### src/rtl/amRxPkg.sv
package amRxPkg;

  localparam real TwoPi = 6.283185307179586;

  // Strobes handed from control to datapath
  typedef struct packed {
    logic dcLoad;   // advance the DC blocker by one audio sample
  } rxStrobes_t;

  // Oscillator table entry: amp * sin(2*pi*idx/2^tableBits), rounded half away from zero
  function automatic int loValue(int idx, int tableBits, int amp);
    real angle;
    real v;
    angle = TwoPi * real'(idx) / real'(1 << tableBits);
    v = real'(amp) * $sin(angle);
    if (v >= 0.0) return $rtoi(v + 0.5);
    else return -$rtoi(0.5 - v);
  endfunction

endpackage

### src/rtl/amRxControl.sv
module amRxControl
  import amRxPkg::*;
(
  input  logic       clk,
  input  logic       rstN,
  input  logic       decValid,
  output rxStrobes_t strobes,
  output logic       audioValid
);

  always_comb begin
    strobes.dcLoad = decValid;
  end

  always_ff @(posedge clk or negedge rstN) begin
    if (!rstN) audioValid <= 1'b0;
    else       audioValid <= decValid;
  end

endmodule

### src/rtl/amRxDatapath.sv
module amRxDatapath
  import amRxPkg::*;
#(
  parameter int DATA_W     = 16,
  parameter int RF_W       = 10,
  parameter int PHASE_W    = 32,
  parameter int TABLE_BITS = 8,
  parameter int LO_AMP     = 8191,
  parameter int DC_SHIFT   = 8,
  parameter int GUARD      = 2
) (
  input  logic                     clk,
  input  logic                     rstN,
  input  rxStrobes_t               strobes,
  input  logic [RF_W-1:0]          rfCode,
  input  logic [PHASE_W-1:0]       tuneWord,
  input  logic signed [DATA_W-1:0] decData,
  output logic signed [DATA_W-1:0] bbData,
  output logic signed [DATA_W-1:0] audioData
);

  localparam int SHIFT_UP   = DATA_W - RF_W;
  localparam int TABLE_SIZE = 1 << TABLE_BITS;
  localparam int ACC_W      = DATA_W + GUARD;
  localparam int PROD_W     = 2 * DATA_W;
  localparam logic signed [ACC_W-1:0] SatHi = ACC_W'((2 ** (DATA_W - 1)) - 1);
  localparam logic signed [ACC_W-1:0] SatLo = -SatHi - ACC_W'(1);

  // ---------------- offset binary to signed ----------------
  logic signed [DATA_W-1:0] rfSigned;
  if (SHIFT_UP > 0) begin : gWiden
    assign rfSigned = {~rfCode[RF_W-1], rfCode[RF_W-2:0], {SHIFT_UP{1'b0}}};
  end else begin : gNoWiden
    assign rfSigned = {~rfCode[RF_W-1], rfCode[RF_W-2:0]};
  end

  // ---------------- local oscillator ----------------
  logic signed [DATA_W-1:0] loTable [TABLE_SIZE];
  for (genvar k = 0; k < TABLE_SIZE; k++) begin : gLoTable
    assign loTable[k] = DATA_W'(loValue(k, TABLE_BITS, LO_AMP));
  end

  logic [PHASE_W-1:0]       phaseAcc;
  logic signed [DATA_W-1:0] rxReg;
  logic signed [DATA_W-1:0] loReg;
  logic signed [PROD_W-1:0] product;

  assign product = PROD_W'(rxReg) * PROD_W'(loReg);

  always_ff @(posedge clk or negedge rstN) begin
    if (!rstN) begin
      phaseAcc <= '0;
      rxReg    <= '0;
      loReg    <= '0;
      bbData   <= '0;
    end else begin
      phaseAcc <= phaseAcc + tuneWord;
      rxReg    <= rfSigned;
      loReg    <= loTable[phaseAcc[PHASE_W-1 -: TABLE_BITS]];
      bbData   <= DATA_W'(product >>> DATA_W);
    end
  end

  // ---------------- DC blocker ----------------
  logic signed [DATA_W-1:0] xPrev;
  logic signed [ACC_W-1:0]  yAcc;
  logic signed [ACC_W-1:0]  yNext;
  logic signed [DATA_W-1:0] ySat;

  always_comb begin
    yNext = ACC_W'(decData) - ACC_W'(xPrev) + yAcc - (yAcc >>> DC_SHIFT);
    if (yNext > SatHi)      ySat = SatHi[DATA_W-1:0];
    else if (yNext < SatLo) ySat = SatLo[DATA_W-1:0];
    else                    ySat = yNext[DATA_W-1:0];
  end

  always_ff @(posedge clk or negedge rstN) begin
    if (!rstN) begin
      xPrev     <= '0;
      yAcc      <= '0;
      audioData <= '0;
    end else if (strobes.dcLoad) begin
      xPrev     <= decData;
      yAcc      <= yNext;
      audioData <= ySat;
    end
  end

endmodule

### src/rtl/amRxFrontEnd.sv
module amRxFrontEnd
  import amRxPkg::*;
#(
  parameter int DATA_W     = 16,
  parameter int RF_W       = 10,
  parameter int PHASE_W    = 32,
  parameter int TABLE_BITS = 8,
  parameter int LO_AMP     = 8191,
  parameter int DC_SHIFT   = 8,
  parameter int GUARD      = 2
) (
  input  logic                     clk,
  input  logic                     rstN,
  input  logic [RF_W-1:0]          rfCode,
  input  logic [PHASE_W-1:0]       tuneWord,
  input  logic signed [DATA_W-1:0] decData,
  input  logic                     decValid,
  output logic signed [DATA_W-1:0] bbData,
  output logic signed [DATA_W-1:0] audioData,
  output logic                     audioValid
);

  rxStrobes_t strobes;

  amRxControl i_control (
    .clk        (clk),
    .rstN       (rstN),
    .decValid   (decValid),
    .strobes    (strobes),
    .audioValid (audioValid)
  );

  amRxDatapath #(
    .DATA_W     (DATA_W),
    .RF_W       (RF_W),
    .PHASE_W    (PHASE_W),
    .TABLE_BITS (TABLE_BITS),
    .LO_AMP     (LO_AMP),
    .DC_SHIFT   (DC_SHIFT),
    .GUARD      (GUARD)
  ) i_datapath (
    .clk       (clk),
    .rstN      (rstN),
    .strobes   (strobes),
    .rfCode    (rfCode),
    .tuneWord  (tuneWord),
    .decData   (decData),
    .bbData    (bbData),
    .audioData (audioData)
  );

endmodule

### config.mk
export PLATFORM = sky130hd
export DESIGN_NAME = amRxFrontEnd
export DESIGN_NICKNAME = d
export VERILOG_FILES = /design/src/rtl/amRxPkg.sv /design/src/rtl/amRxControl.sv /design/src/rtl/amRxDatapath.sv /design/src/rtl/amRxFrontEnd.sv
export SDC_FILE = /design/constraint.sdc
export NUM_CORES = 1
export LEC_CHECK = 0
export BUFFER_PORTS_ARGS = -buffer_cell sky130_fd_sc_hd__buf_2
export CORE_MARGIN = 2
export CORE_UTILIZATION = 47
export DETAILED_ROUTE_END_ITERATION = 10
export GPL_TIMING_DRIVEN = 0
export PLACE_DENSITY = 0.71
export SYNTH_ARGS = -nofsm -noshare
export SYNTH_HDL_FRONTEND = slang
export SYNTH_SLANG_ARGS = --single-unit
### constraint.sdc
create_clock -name clk -period 15.09 [get_ports clk]
set_input_delay 2.2635 -clock clk [delete_from_list [all_inputs] [get_ports clk]]
set_output_delay 2.2635 -clock clk [all_outputs]
set_load 0.1 [all_outputs]
# [Yosys cells after proc, flatten, opt, wreduce, memory -nomap -nowiden]
# Memory sizes are Yosys's and may differ from the RTL's. A register that Yosys moved wholly into a read port is not among the register bits.
# Index checks and enable logic that the tools add are counted.
[op_classes] n_mux=2 n_reduce_logical=1 n_mul=1 n_addsub=4 n_bitwise=2 magnitude_cmp=2
[op_table] operator="$add 32x32->32" count=1
[op_table] operator="$mux 16" count=2
[op_table] operator="$mul 10x16->26" count=1
[op_table] operator="$add 17x18->18" count=1
[op_table] operator="$gt 18x16->1 const B" count=1
[op_table] operator="$lt 18x16->1 const B" count=1
[op_table] operator="$sub 18x10->18" count=1
[op_table] operator="$sub 16x16->17" count=1
[op_table] operator="$not 8->9" count=1
[op_table] operator="$logic_not 1->1" count=1
[op_table] operator="$not 1->1" count=1
[totals] inputBits=61 rom_bits=4096 reg_bits=109 memories=1 word_cells=20
[memory_table] memory="(name not given)" depth=256 width=16 read_ports=1 rd_clocked_by_memory_dff=1 write_ports=0 line="amRxDatapath.sv:59" text="loReg <= loTable[phaseAcc[PHASE_W-1 -: TABLE_BITS]];"

# [Longest topological paths before layout]
[logic_depth] word_depth=6 ltp_mapped=21 ltp_nobuf=20

# [By module]
# From an unflattened synthesis, not the netlist that was laid out.
[hier_totals] cells_unflattened=1931 hier_area_um2=16006.6
[modules_own_cells] module="amRxDatapath" seq_area_each_um2=3052.9 n_inst=1 cells_per_inst=1929 area_per_inst_um2=15974.1
[modules_own_cells] module="amRxControl" seq_area_each_um2=25.0 n_inst=1 cells_per_inst=2 area_per_inst_um2=32.5

# [Worst setup path before layout]
# Ideal clock, no wire load.
[synth_timing] path_kind="input -> register" startpoint="input port decData[0]" endpoint="register i_datapath.audioData[10]" path_slack_ns=8.831 t_arrival_ns=6.190 required_time_ns=15.021 path_stages=15 n_path_buf=1 path_cell_list="fa_1 -> inv_1 -> fa_1 -> inv_1 -> ha_1 -> fa_1 -> a211o_1 -> a2111oi_2 -> o21ai_1 -> a31o_1 -> a221oi_2 -> xnor2_1 -> a21o_1 -> clkbuf_1 -> o221a_1"
[synth_between] elab_chain_cells=6
[synth_rtl] element="from (decl)" line="amRxFrontEnd.sv:16" text="input logic signed [DATA_W-1:0] decData,"
[synth_rtl] element="$sub 16x16->17 (*)" line="amRxDatapath.sv:71" text="yNext = ACC_W'(decData) - ACC_W'(xPrev) + yAcc - (yAcc >>> DC_SHIFT);"
[synth_rtl] element="$add 17x18->18 (*)" line="amRxDatapath.sv:71"
[synth_rtl] element="$sub 18x10->18 (*)" line="amRxDatapath.sv:71"
[synth_rtl] element="$lt 18x16->1" line="amRxDatapath.sv:73" text="else if (yNext < SatLo) ySat = SatLo[DATA_W-1:0];"
[synth_rtl] element="$mux 16" line="amRxDatapath.sv:73"
[synth_rtl] element="$mux 16 (*)" line="amRxDatapath.sv:72" text="if (yNext > SatHi) ySat = SatHi[DATA_W-1:0];"
[synth_rtl] element="to (signal assigned)" line="amRxDatapath.sv:85" text="audioData <= ySat;"
[synth_rtl] element="to (decl)" line="amRxDatapath.sv:19" text="output logic signed [DATA_W-1:0] audioData"
# Mark *: on every way between the ends. The rest lies on a longest branch, timed or not.
# A chain may end at the register's enable or synchronous reset.

# [Worst setup path after layout]
[layout_timing] startpoint="input port decData[0]" endpoint="register i_datapath.audioData[9]"
# Same word-level chain as after synthesis.

==> flow_metrics.env <==
export IMPL_worst_clock_skew_ns=0.009244
export IMPL_die_y_um=187.7
export IMPL_synth_seq_cells=123
export IMPL_crit_slowest_cell="fa_1"
export IMPL_slew_viol_final=0
export IMPL_drv_cap=0
export IMPL_dp_hpwl_um=45930
export IMPL_die_area_mm2=0.03524
export IMPL_crit_path_end_kind="register"
export IMPL_vias=15280
export IMPL_critPathMaxStageDelay_ns=0.52
export IMPL_syn_inst=1897
export IMPL_synthTopCellsByArea="fa_1 (21%), dfrtp_1 (19%), ha_1 (9.4%)"
export IMPL_cts_resized=0
export IMPL_die_w_um=187.7
export IMPL_cp_num_buf_inv=4
export IMPL_cts_buffers=17
export IMPL_num_rows=67
export IMPL_grt_overflow=0
export IMPL_final_util_pct=52.56
export IMPL_grt_util_all_layers_pct=35.49
export IMPL_routedWlPerCell_um=24.79
export IMPL_yosysWarningCount=0
export IMPL_h_tree_depth=4
export IMPL_drt_total_wl_um=61240
export IMPL_path_class="in2reg"
export IMPL_critPathArrivalTime_ns=7.05
export IMPL_syn_avg_cell_area_um2=8.364
export IMPL_setup_violations=0
export IMPL_critPathTopFamily="compound AO/OA/AOI/OAI gates"
export IMPL_postCtsSetupRepairBufs=0
export IMPL_port_buffers=93
export IMPL_grt_pass1_wl_um=93800
export IMPL_drt_iter0_markers=1502
export IMPL_rsz0062_at_grt="false"
export IMPL_initial_utilization_pct=47.55
export IMPL_synth_top_area_cell="fa_1"
export IMPL_postRouteAntennaNets=0
export IMPL_area_growth_pct=10.53
export IMPL_clock_fmax_ghz=0.1499
export IMPL_cts_tree="yes"
export IMPL_tightest_slew_ns=1.194
export IMPL_clock_latency_ns=0.44
export IMPL_critPathLaunchType="input port"
export IMPL_async_flop_share_pct=100.0
export IMPL_outcome="completed"
export IMPL_hold_viol=0
export IMPL_synth_edf_count=0
export IMPL_fin_tns_setup_ns=0
export IMPL_grt_pass1_vias=15410
export IMPL_antenna_cells=0
export IMPL_avgViaCountPerCell=6.186
export IMPL_antenna_found_initial=0
export IMPL_min_path_type="reg2reg"
export IMPL_finalCritPeriodShare_pct=44.20
export IMPL_fillCellCount=3190
export IMPL_synth_main_ff_cell="dfrtp_1"
export IMPL_syn_nets=2241
export IMPL_path_cells="buf_2, fa_1, inv_1, fa_1, inv_1, ha_1, fa_1, a211o_1, a2111oi_2, o21ai_1, a31o_1, a221oi_2, xnor2_1, a21o_1, clkbuf_1, o221a_1"
export IMPL_ioPinCount=94
export IMPL_clockBufferDepth=2
export IMPL_ys_seq_area_share_pct=19.40
export IMPL_cp_max_fo=10
export IMPL_place_congestion=1.056
export IMPL_nets=2354
export IMPL_yosysTopAreaCellShare_pct=20.69
export IMPL_slew_headroom_pct=19.73
export IMPL_final_common_cell="inv_1"
export IMPL_first_pass_iters=6
export IMPL_synth_cell_types=68
export IMPL_drc=0
export IMPL_clk_pin_slew_worst_paths_ns=0.06
export IMPL_cts_sinks=123
export IMPL_final_cell_mix="inv_1 (256), nand2_1 (195), fa_1 (164)"
export IMPL_drive_gt1_share_pct=7.913
export IMPL_ctsHoldBuffers=0
export IMPL_synth_area_mm2=0.01587
export IMPL_cp_common_cell="fa_1"
export IMPL_period_needed_ns=6.670
export IMPL_worstPathRequired_ns=15.47
export IMPL_grt_max_degree=95
export IMPL_cts_root_buf="clkbuf_16"
export IMPL_core_area_mm2=0.03336
[path summary, 6_finish.rpt]
kind / to / cells past startpoint / slack [ns] / from
hold / removal: i_datapath.phaseAcc[0] / 1 / 0.48 / i_datapath.phaseAcc[0]
min in group asynchronous: i_datapath.phaseAcc[7] / 1 / 1.69 / rstN
max in group asynchronous: i_datapath.rxReg[15] / 2 / 12.62 / rstN
setup reg to reg: i_datapath.bbData[15] / 17 / 8.64 / i_datapath.rxReg[10]
setup / recovery: i_datapath.audioData[9] / 16 / 8.42 / decData[0]
hold reg to reg: i_datapath.phaseAcc[0] / 1 / 0.48 / i_datapath.phaseAcc[0]
[cell families after synthesis]
logic type / synth area share (%)
AND/OR/NAND/NOR: 15.17
AO/OA/AOI/OAI: 20.56
buffers and inverters: 9.069
adder cells (fa/ha/maj): 30.08
flip-flops: 19.40
XOR/XNOR: 3.367
multiplexers: 2.358
[routing by layer]
| layer | up-vias | share of wire [%] | global-route usage, % |
|---|---|---|---|
| met5 | - | 0 | 0 |
| li1 | 6636 | - | - |
| met1 | 7558 | 40 | 46.07 |
| met4 | 0 | 6.2 | 19.84 |
| met3 | 250 | 8.3 | 7.131 |
| met2 | 835 | 45 | 55.66 |
[flip-flops by register name (all words and copies together) (netlist names)]
signal and cells:
i_control.audioValid 1, i_datapath.audioData 16, i_datapath.bbData 16, i_datapath.loReg 14
i_datapath.phaseAcc 32, i_datapath.rxReg 10, i_datapath.xPrev 16, i_datapath.yAcc 18
[cell type report]
type	instances	area, um^2	area share, %
Buffer	123	470.5	2.683
Clock buffer	21	480.5	2.740
Clock inverter	10	130.1	0.7420
Inverter	258	968.4	5.522
Multi-Input combinational cell	1393	11350	64.72
Sequential cell	123	3078	17.55
Tap cell	448	560.5	3.196
Timing Repair Buffer	94	499.2	2.847
[per-stage QoR]
stage | instance area (um^2) | worst slack (ns) | instances | hold slack (ns)
final | 17540 | 8.420 | 2470 | 0.4757
after global routing | 17540 | 8.190 | 2470 | 0.4981
after CTS | 17540 | 8.482 | 2470 | 0.4800
after detailed placement | 16930 | 8.085 | 2439 | 0.4654
after global placement | 16890 | 8.168 | 2438 | 0.4532
after floorplan | 15870 | 8.831 | 1897 | 0.4430
[synthesized netlist by cell type (5+ instances only)]
cell and instances:
a2111oi_0 7, a211oi_1 39, a21o_1 33, a21oi_1 131
a221oi_1 5, a22oi_1 5, a311oi_1 22, a31oi_1 20
a32oi_1 6, and2_1 59, buf_1 17, clkbuf_1 104
dfrtp_1 123, fa_1 164, ha_1 119, inv_1 256
mux2_2 19, mux2i_1 7, nand2_1 195, nand2b_1 24
nand3_1 23, nand4_1 9, nor2_1 112, nor2b_1 32
nor3_1 38, o211ai_1 20, o21a_1 18, o21ai_0 121
o21bai_1 5, o221a_1 13, o311ai_0 7, o31ai_1 12
or2_2 6, or3_1 6, xnor2_1 40, xor2_1 21
Power is not shown: default switching activity piles up to over one toggle a cycle in this logic, so the estimate is an artifact.
